--- config.mk ---
export PLATFORM = sky130hd
export DESIGN_NAME = evt_ctrl_top
export DESIGN_NICKNAME = d
export VERILOG_FILES = /design/src/rtl/evt_pkg.sv /design/src/rtl/evt_sys_map.sv /design/src/rtl/evt_core_arb.sv /design/src/rtl/evt_ret_store.sv /design/src/rtl/evt_ctrl_top.sv
export SDC_FILE = /design/constraint.sdc
export NUM_CORES = 1
export LEC_CHECK = 0
export ABC_AREA = 1
export BUFFER_PORTS_ARGS = -buffer_cell sky130_fd_sc_hd__clkbuf_2
export CELL_PAD_IN_SITES_DETAIL_PLACEMENT = 1
export CELL_PAD_IN_SITES_GLOBAL_PLACEMENT = 2
export CORE_MARGIN = 2
export CORE_UTILIZATION = 32
export DETAILED_ROUTE_END_ITERATION = 10
export GPL_ROUTABILITY_DRIVEN = 0
export PLACE_DENSITY_LB_ADDON = 0.25
export SLEW_MARGIN = 20
export SYNTH_ARGS = -nofsm -noshare
export SYNTH_HDL_FRONTEND = slang
export SYNTH_HIERARCHICAL = 1
export SYNTH_SLANG_ARGS = --single-unit
--- constraint.sdc ---
create_clock -name clk -period 14.07 [get_ports clk]
set_input_delay 2.1105 -clock clk [delete_from_list [all_inputs] [get_ports clk]]
set_output_delay 2.1105 -clock clk [all_outputs]
set_load 0.01 [all_outputs]
--- src/rtl/evt_pkg.sv ---
package evt_pkg;
  localparam int NUM_LVL  = 16;
  localparam int LVL_W    = 4;
  localparam int IDX_W    = 5;
  localparam int GP_FIRST = 7;
  localparam int PER_LAST = 13;
  localparam int NUM_GP   = NUM_LVL - GP_FIRST;
  localparam int NUM_DED  = 4;

  // Index of the lowest set bit, NUM_LVL when none is set.
  function automatic logic [IDX_W-1:0] first_set(input logic [NUM_LVL-1:0] v);
    logic [IDX_W-1:0] r;
    r = IDX_W'(NUM_LVL);
    for (int i = NUM_LVL - 1; i >= 0; i--) begin
      if (v[i]) r = IDX_W'(i);
    end
    return r;
  endfunction
endpackage

--- src/rtl/evt_sys_map.sv ---
module evt_sys_map
  import evt_pkg::*;
#(
  parameter int N_PERIPH = 8
) (
  input  logic [N_PERIPH-1:0]       req,
  input  logic [N_PERIPH-1:0]       en,
  input  logic [N_PERIPH*LVL_W-1:0] route,
  output logic [NUM_LVL-1:0]        lvl_set
);
  logic [NUM_LVL-1:0] hit [N_PERIPH];

  for (genvar i = 0; i < N_PERIPH; i++) begin : g_line
    logic [LVL_W-1:0] tgt;
    logic             in_range;
    assign tgt      = route[i*LVL_W +: LVL_W];
    assign in_range = (tgt >= LVL_W'(GP_FIRST)) && (tgt <= LVL_W'(PER_LAST));
    always_comb begin
      hit[i] = '0;
      if (req[i] && en[i] && in_range) hit[i][tgt] = 1'b1;
    end
  end

  always_comb begin
    lvl_set = '0;
    for (int i = 0; i < N_PERIPH; i++) lvl_set = lvl_set | hit[i];
  end
endmodule

--- src/rtl/evt_core_arb.sv ---
module evt_core_arb
  import evt_pkg::*;
(
  input  logic               clk,
  input  logic               rst_n,
  input  logic [NUM_LVL-1:0] set_vec,
  input  logic [NUM_LVL-1:0] en_vec,
  input  logic               ack,
  input  logic               rti,
  output logic               valid,
  output logic [LVL_W-1:0]   grant,
  output logic               take,
  output logic [NUM_LVL-1:0] act,
  output logic [IDX_W-1:0]   top_act
);
  logic [NUM_LVL-1:0] pend_q, pend_d, act_q, act_d;
  logic [IDX_W-1:0]   best;
  logic               upd_en;

  assign best    = first_set(pend_q & en_vec);
  assign top_act = first_set(act_q);
  assign valid   = best < top_act;
  assign grant   = best[LVL_W-1:0];
  assign take    = ack && valid;
  assign act     = act_q;

  always_comb begin
    pend_d = pend_q;
    act_d  = act_q;
    if (take) pend_d[grant] = 1'b0;
    pend_d = pend_d | set_vec;
    if (rti && (act_q != '0)) act_d[top_act[LVL_W-1:0]] = 1'b0;
    if (take) act_d[grant] = 1'b1;
  end

  assign upd_en = take || rti || (set_vec != '0);

  always_ff @(posedge clk or negedge rst_n) begin
    if (!rst_n) begin
      pend_q <= '0;
      act_q  <= '0;
    end else if (upd_en) begin
      pend_q <= pend_d;
      act_q  <= act_d;
    end
  end
endmodule

--- src/rtl/evt_ret_store.sv ---
module evt_ret_store
  import evt_pkg::*;
#(
  parameter int ADDR_W = 32
) (
  input  logic              clk,
  input  logic              rst_n,
  input  logic              take,
  input  logic [LVL_W-1:0]  grant,
  input  logic [ADDR_W-1:0] pc,
  input  logic [IDX_W-1:0]  top_act,
  output logic [ADDR_W-1:0] ret_out
);
  logic [ADDR_W-1:0] ret_q [NUM_LVL];

  for (genvar k = 0; k < NUM_LVL; k++) begin : g_lvl
    if (k < NUM_DED || k >= GP_FIRST) begin : g_reg
      logic wr_en;
      assign wr_en = take && (grant == LVL_W'(k));
      always_ff @(posedge clk or negedge rst_n) begin
        if (!rst_n)     ret_q[k] <= '0;
        else if (wr_en) ret_q[k] <= pc;
      end
    end else begin : g_none
      assign ret_q[k] = '0;
    end
  end

  always_comb begin
    ret_out = '0;
    if (top_act < IDX_W'(NUM_LVL)) ret_out = ret_q[top_act[LVL_W-1:0]];
  end
endmodule

--- src/rtl/evt_ctrl_top.sv ---
module evt_ctrl_top
  import evt_pkg::*;
#(
  parameter int N_PERIPH = 8,
  parameter int ADDR_W   = 32
) (
  input  logic                      clk,
  input  logic                      rst_n,
  input  logic [N_PERIPH-1:0]       periph_req,
  input  logic [N_PERIPH-1:0]       periph_en,
  input  logic [N_PERIPH*LVL_W-1:0] periph_route,
  input  logic                      emu_req,
  input  logic                      rst_req,
  input  logic                      nmi_req,
  input  logic                      exc_req,
  input  logic [1:0]                swi_req,
  input  logic [NUM_GP-1:0]         lvl_en,
  input  logic                      evt_ack,
  input  logic [ADDR_W-1:0]         cur_pc,
  input  logic                      evt_rti,
  output logic                      evt_valid,
  output logic [LVL_W-1:0]          evt_level,
  output logic [NUM_LVL-1:0]        active_lvls,
  output logic [ADDR_W-1:0]         ret_addr
);
  logic               rst_meta, rst_sync;
  logic [NUM_LVL-1:0] per_set, set_vec, en_vec;
  logic               take;
  logic [IDX_W-1:0]   top_act;

  always_ff @(posedge clk or negedge rst_n) begin
    if (!rst_n) begin
      rst_meta <= 1'b0;
      rst_sync <= 1'b0;
    end else begin
      rst_meta <= 1'b1;
      rst_sync <= rst_meta;
    end
  end

  evt_sys_map #(.N_PERIPH(N_PERIPH)) i_map (
    .req(periph_req), .en(periph_en), .route(periph_route), .lvl_set(per_set)
  );

  always_comb begin
    set_vec = per_set;
    set_vec[0]           = emu_req;
    set_vec[1]           = rst_req;
    set_vec[2]           = nmi_req;
    set_vec[3]           = exc_req;
    set_vec[NUM_LVL-2]   = swi_req[0];
    set_vec[NUM_LVL-1]   = swi_req[1];
    en_vec = {lvl_en, {(GP_FIRST-NUM_DED){1'b0}}, {NUM_DED{1'b1}}};
  end

  evt_core_arb i_arb (
    .clk(clk), .rst_n(rst_sync), .set_vec(set_vec), .en_vec(en_vec),
    .ack(evt_ack), .rti(evt_rti), .valid(evt_valid), .grant(evt_level),
    .take(take), .act(active_lvls), .top_act(top_act)
  );

  evt_ret_store #(.ADDR_W(ADDR_W)) i_ret (
    .clk(clk), .rst_n(rst_sync), .take(take), .grant(evt_level),
    .pc(cur_pc), .top_act(top_act), .ret_out(ret_addr)
  );
endmodule

==> results by stage <==
Layout:
- The area of combinational cells with multiple inputs is 9663 µm².
- 0 antenna diodes ended up in the layout.
- The growth of design area from synthesis to finish is 13.74%.
- In the final layout, flip-flops and latches occupy 11260 µm².
- In the final design database the tool counted 3341 nets.
- The count of fill cells added during filler insertion is 8972.
- In the final layout, the share of cells above drive strength 1 is 9.878%.

Global route:
- Entering global routing, the biggest net connects 165 pins.
- The via count of the first global-routing pass is 22760.
- The wire length of the first global-routing pass is 131000 µm.
- The number of antenna violations at the first check in global routing is 2.
- The total track usage is 22.48%.
- The total congestion overflow is 0.

Die:
- The area of the placeable core is 71610 µm².
- In this run the vertical extent of the chip is 273.2 µm.
- The top-level I/O count is 152.
- The die covers 74620 µm².
- The total number of placement rows is 98.
- The effective utilization at floorplan is 32.38%.
- The width of the chip is 273.2 µm.

STA:
- The total count of max-transition violations in the final report is 0.
- The tightest slew margin relative to the limit is 24.53%.
- The time the worst path needs with I/O delays and setup is 8079 ps.
- The maximum clock rate is 123.8 MHz.
- At the pin with the least slew margin, the transition time is 1131 ps.
- After layout, the worst path uses 57.42% of the clock period.
- The final hold violation count is 0.
- The count of final setup violators is 0.
- The setup clock skew after layout is 14.42 ps.
- After routing, the total negative slack on setup checks comes to 0 ps.
- Setup repair after global routing left no endpoint under its margin.
- The minimum hold slack is 348.0 ps.

Drt:
- Dividing the detail-routed via count by the number of cells gives 4.987.
- The number of iterations in the first detailed-routing pass is 5.
- For this run, design rule violations remaining after detail routing come to 0.
- The number of vias after detailed routing is 21090.
- In the final routed layout, each cell accounts on average for 19.41 µm.
- The number of nets with antenna violations after detailed routing is 0.
- The count of routing violations after the opening detailed-route iteration is 1270.
- For this block, the routed nets add up to 82090 µm of wire.

Job:
- Across the run, the number of max-cap violations was 0.

Clock network:
- The post-CTS setup buffer count is 0.
- The quantity of gates resized following cts is 0.
- The latest clock arrival within the worst-skew pair is 620 ps.
- The maximum level of the CTS H-tree is 2.
- TritonCTS built the clock tree.
- For this design, the CTS-stage hold fixing added 0 buffers.
- The CTS buffer count is 54.
- Counting along the longest clock path gives a buffer depth of 3.
- The tree is rooted in a sky130_fd_sc_hd__clkbuf_16.
- The clock sink total is 450.
- After clock tree synthesis, the clock-pin slew on the worst setup and hold paths is 60 ps.

Power and ir drop:
- The static leakage power is 12.80 nW.
- The maximum resistive drop on vdd is 0.1314 mV.
- The power density over the cells is 248.4 nW/µm².

Worst setup path:
- The data required time at the worst endpoint is 11960 ps.
- The type of destination of the critical path is a primary output.
- STA classifies the critical path startpoint as a flop.
- The classification of the worst setup path is reg -> out.
- Along the worst path, the maximum fanout reaches 55.
- For the worst setup path, the data arrival time is 5970 ps.

Synth:
- The gate count after technology mapping is 3201.
- The count of yosys warnings during synthesis is 6.
- The synthesized area per cell is 7.243 µm².
- In this run the cell area of the synthesized design comes to 23180 µm².

Placement:
- The placed wire-length estimate is 49660 µm.
- The total of buffers placed on input and output ports is 151.

Min path:
- The class of the most critical hold timing path is reg -> reg.

Outcome:
- The flow ran to the end, and the final reports show no timing, DRC or antenna violations.
final timing paths:
kind	from	to	slack, ps	depth (start not counted)
max in group asynchronous	rst_sync$_DFF_PN0_	i_ret/ret_q[236]$_DFFE_PN0P_	11210	2
min in group asynchronous	rst_sync$_DFF_PN0_	i_ret/ret_q[95]$_DFFE_PN0P_	470	0
worst min-delay path	rst_meta$_DFF_PN0_	rst_sync$_DFF_PN0_	350	0
worst max register to register	i_arb/act[0]$_DFFE_PN0P_	i_ret/ret_q[24]$_DFFE_PN0P_	7930	18
worst min register to register	rst_meta$_DFF_PN0_	rst_sync$_DFF_PN0_	350	0
worst max-delay path	i_arb/act[12]$_DFFE_PN0P_	ret_addr[15]	5990	17
cell usage in the layout (no fill, tap or decap), drive strengths merged, types with 2 or more instances in the layout:
master and n:
nand2 976, o21ai 485, dfrtp 450, inv 388
nand3 307, clkbuf 245, nor2 244, a21oi 72
buf 32, nand4 24, conb 11, nor3 10
nand3b 10, ha 4, nor4 3, a31oi 3
clkinv 3, o21bai 3, or2 3, bufinv 2
metal layers:
metal | track usage, % | vias to the layer above | part of all wire (%)
met1 | 29.40 | 10550 | 45
met2 | 39.16 | 326 | 49
met5 | 0 | - | 0.037
li1 | - | 10110 | -
met3 | 3.084 | 104 | 3.9
met4 | 5.421 | 4 | 2.1
critical path, cell delays in order (launching register included):
cell and delay [ps]:
sky130_fd_sc_hd__dfrtp_1 430, sky130_fd_sc_hd__o311ai_0 440, sky130_fd_sc_hd__nand3_1 120, sky130_fd_sc_hd__nand3_1 100, sky130_fd_sc_hd__nand2_1 50, sky130_fd_sc_hd__nand3_1 60, sky130_fd_sc_hd__nand3_1 160, sky130_fd_sc_hd__inv_4 430
sky130_fd_sc_hd__buf_4 550, sky130_fd_sc_hd__buf_4 710, sky130_fd_sc_hd__inv_2 580, sky130_fd_sc_hd__buf_4 510, sky130_fd_sc_hd__nor2_1 160, sky130_fd_sc_hd__nand2_1 60, sky130_fd_sc_hd__nand3_1 80, sky130_fd_sc_hd__nand2_1 60
sky130_fd_sc_hd__a21oi_1 500, sky130_fd_sc_hd__clkbuf_2 240
power breakdown:
part	internal, mW	switching [mW]	leakage (nW)
clock	0.844	0.568	0.860
combinational	0.941	2.36	7.01
sequential	1.65	0.181	4.93
flip-flops by register name, indices dropped and copies added, names as in the netlist:
register and cells:
i_ret/ret_q 416, i_arb/act 16, i_arb/pend_q 16, rst_meta 1
rst_sync 1
layout make-up:
cell class	count	area share, %
multi-input combinational	2160	36.65
timing repair buffer	183	3.872
clock buffer	94	6.430
tap	950	4.508
clock inverter	4	0.2657
inverter	389	5.557
sequential	450	42.72
stage by stage:
stage	area (µm²)	utilization [%]	setup WS [ps]	instances	total power, mW
global placement	24600	34.36	6515	4132	5.120
CTS	26370	36.82	5839	4230	6.638
detailed placement	24600	34.36	6290	4132	5.191
floorplan	23210	-	599.0	3209	3.932
global route	26370	36.82	5617	4230	7.079
finish	26370	36.82	5991	4230	6.550
Note: power is estimated with default switching activity, not from simulation.
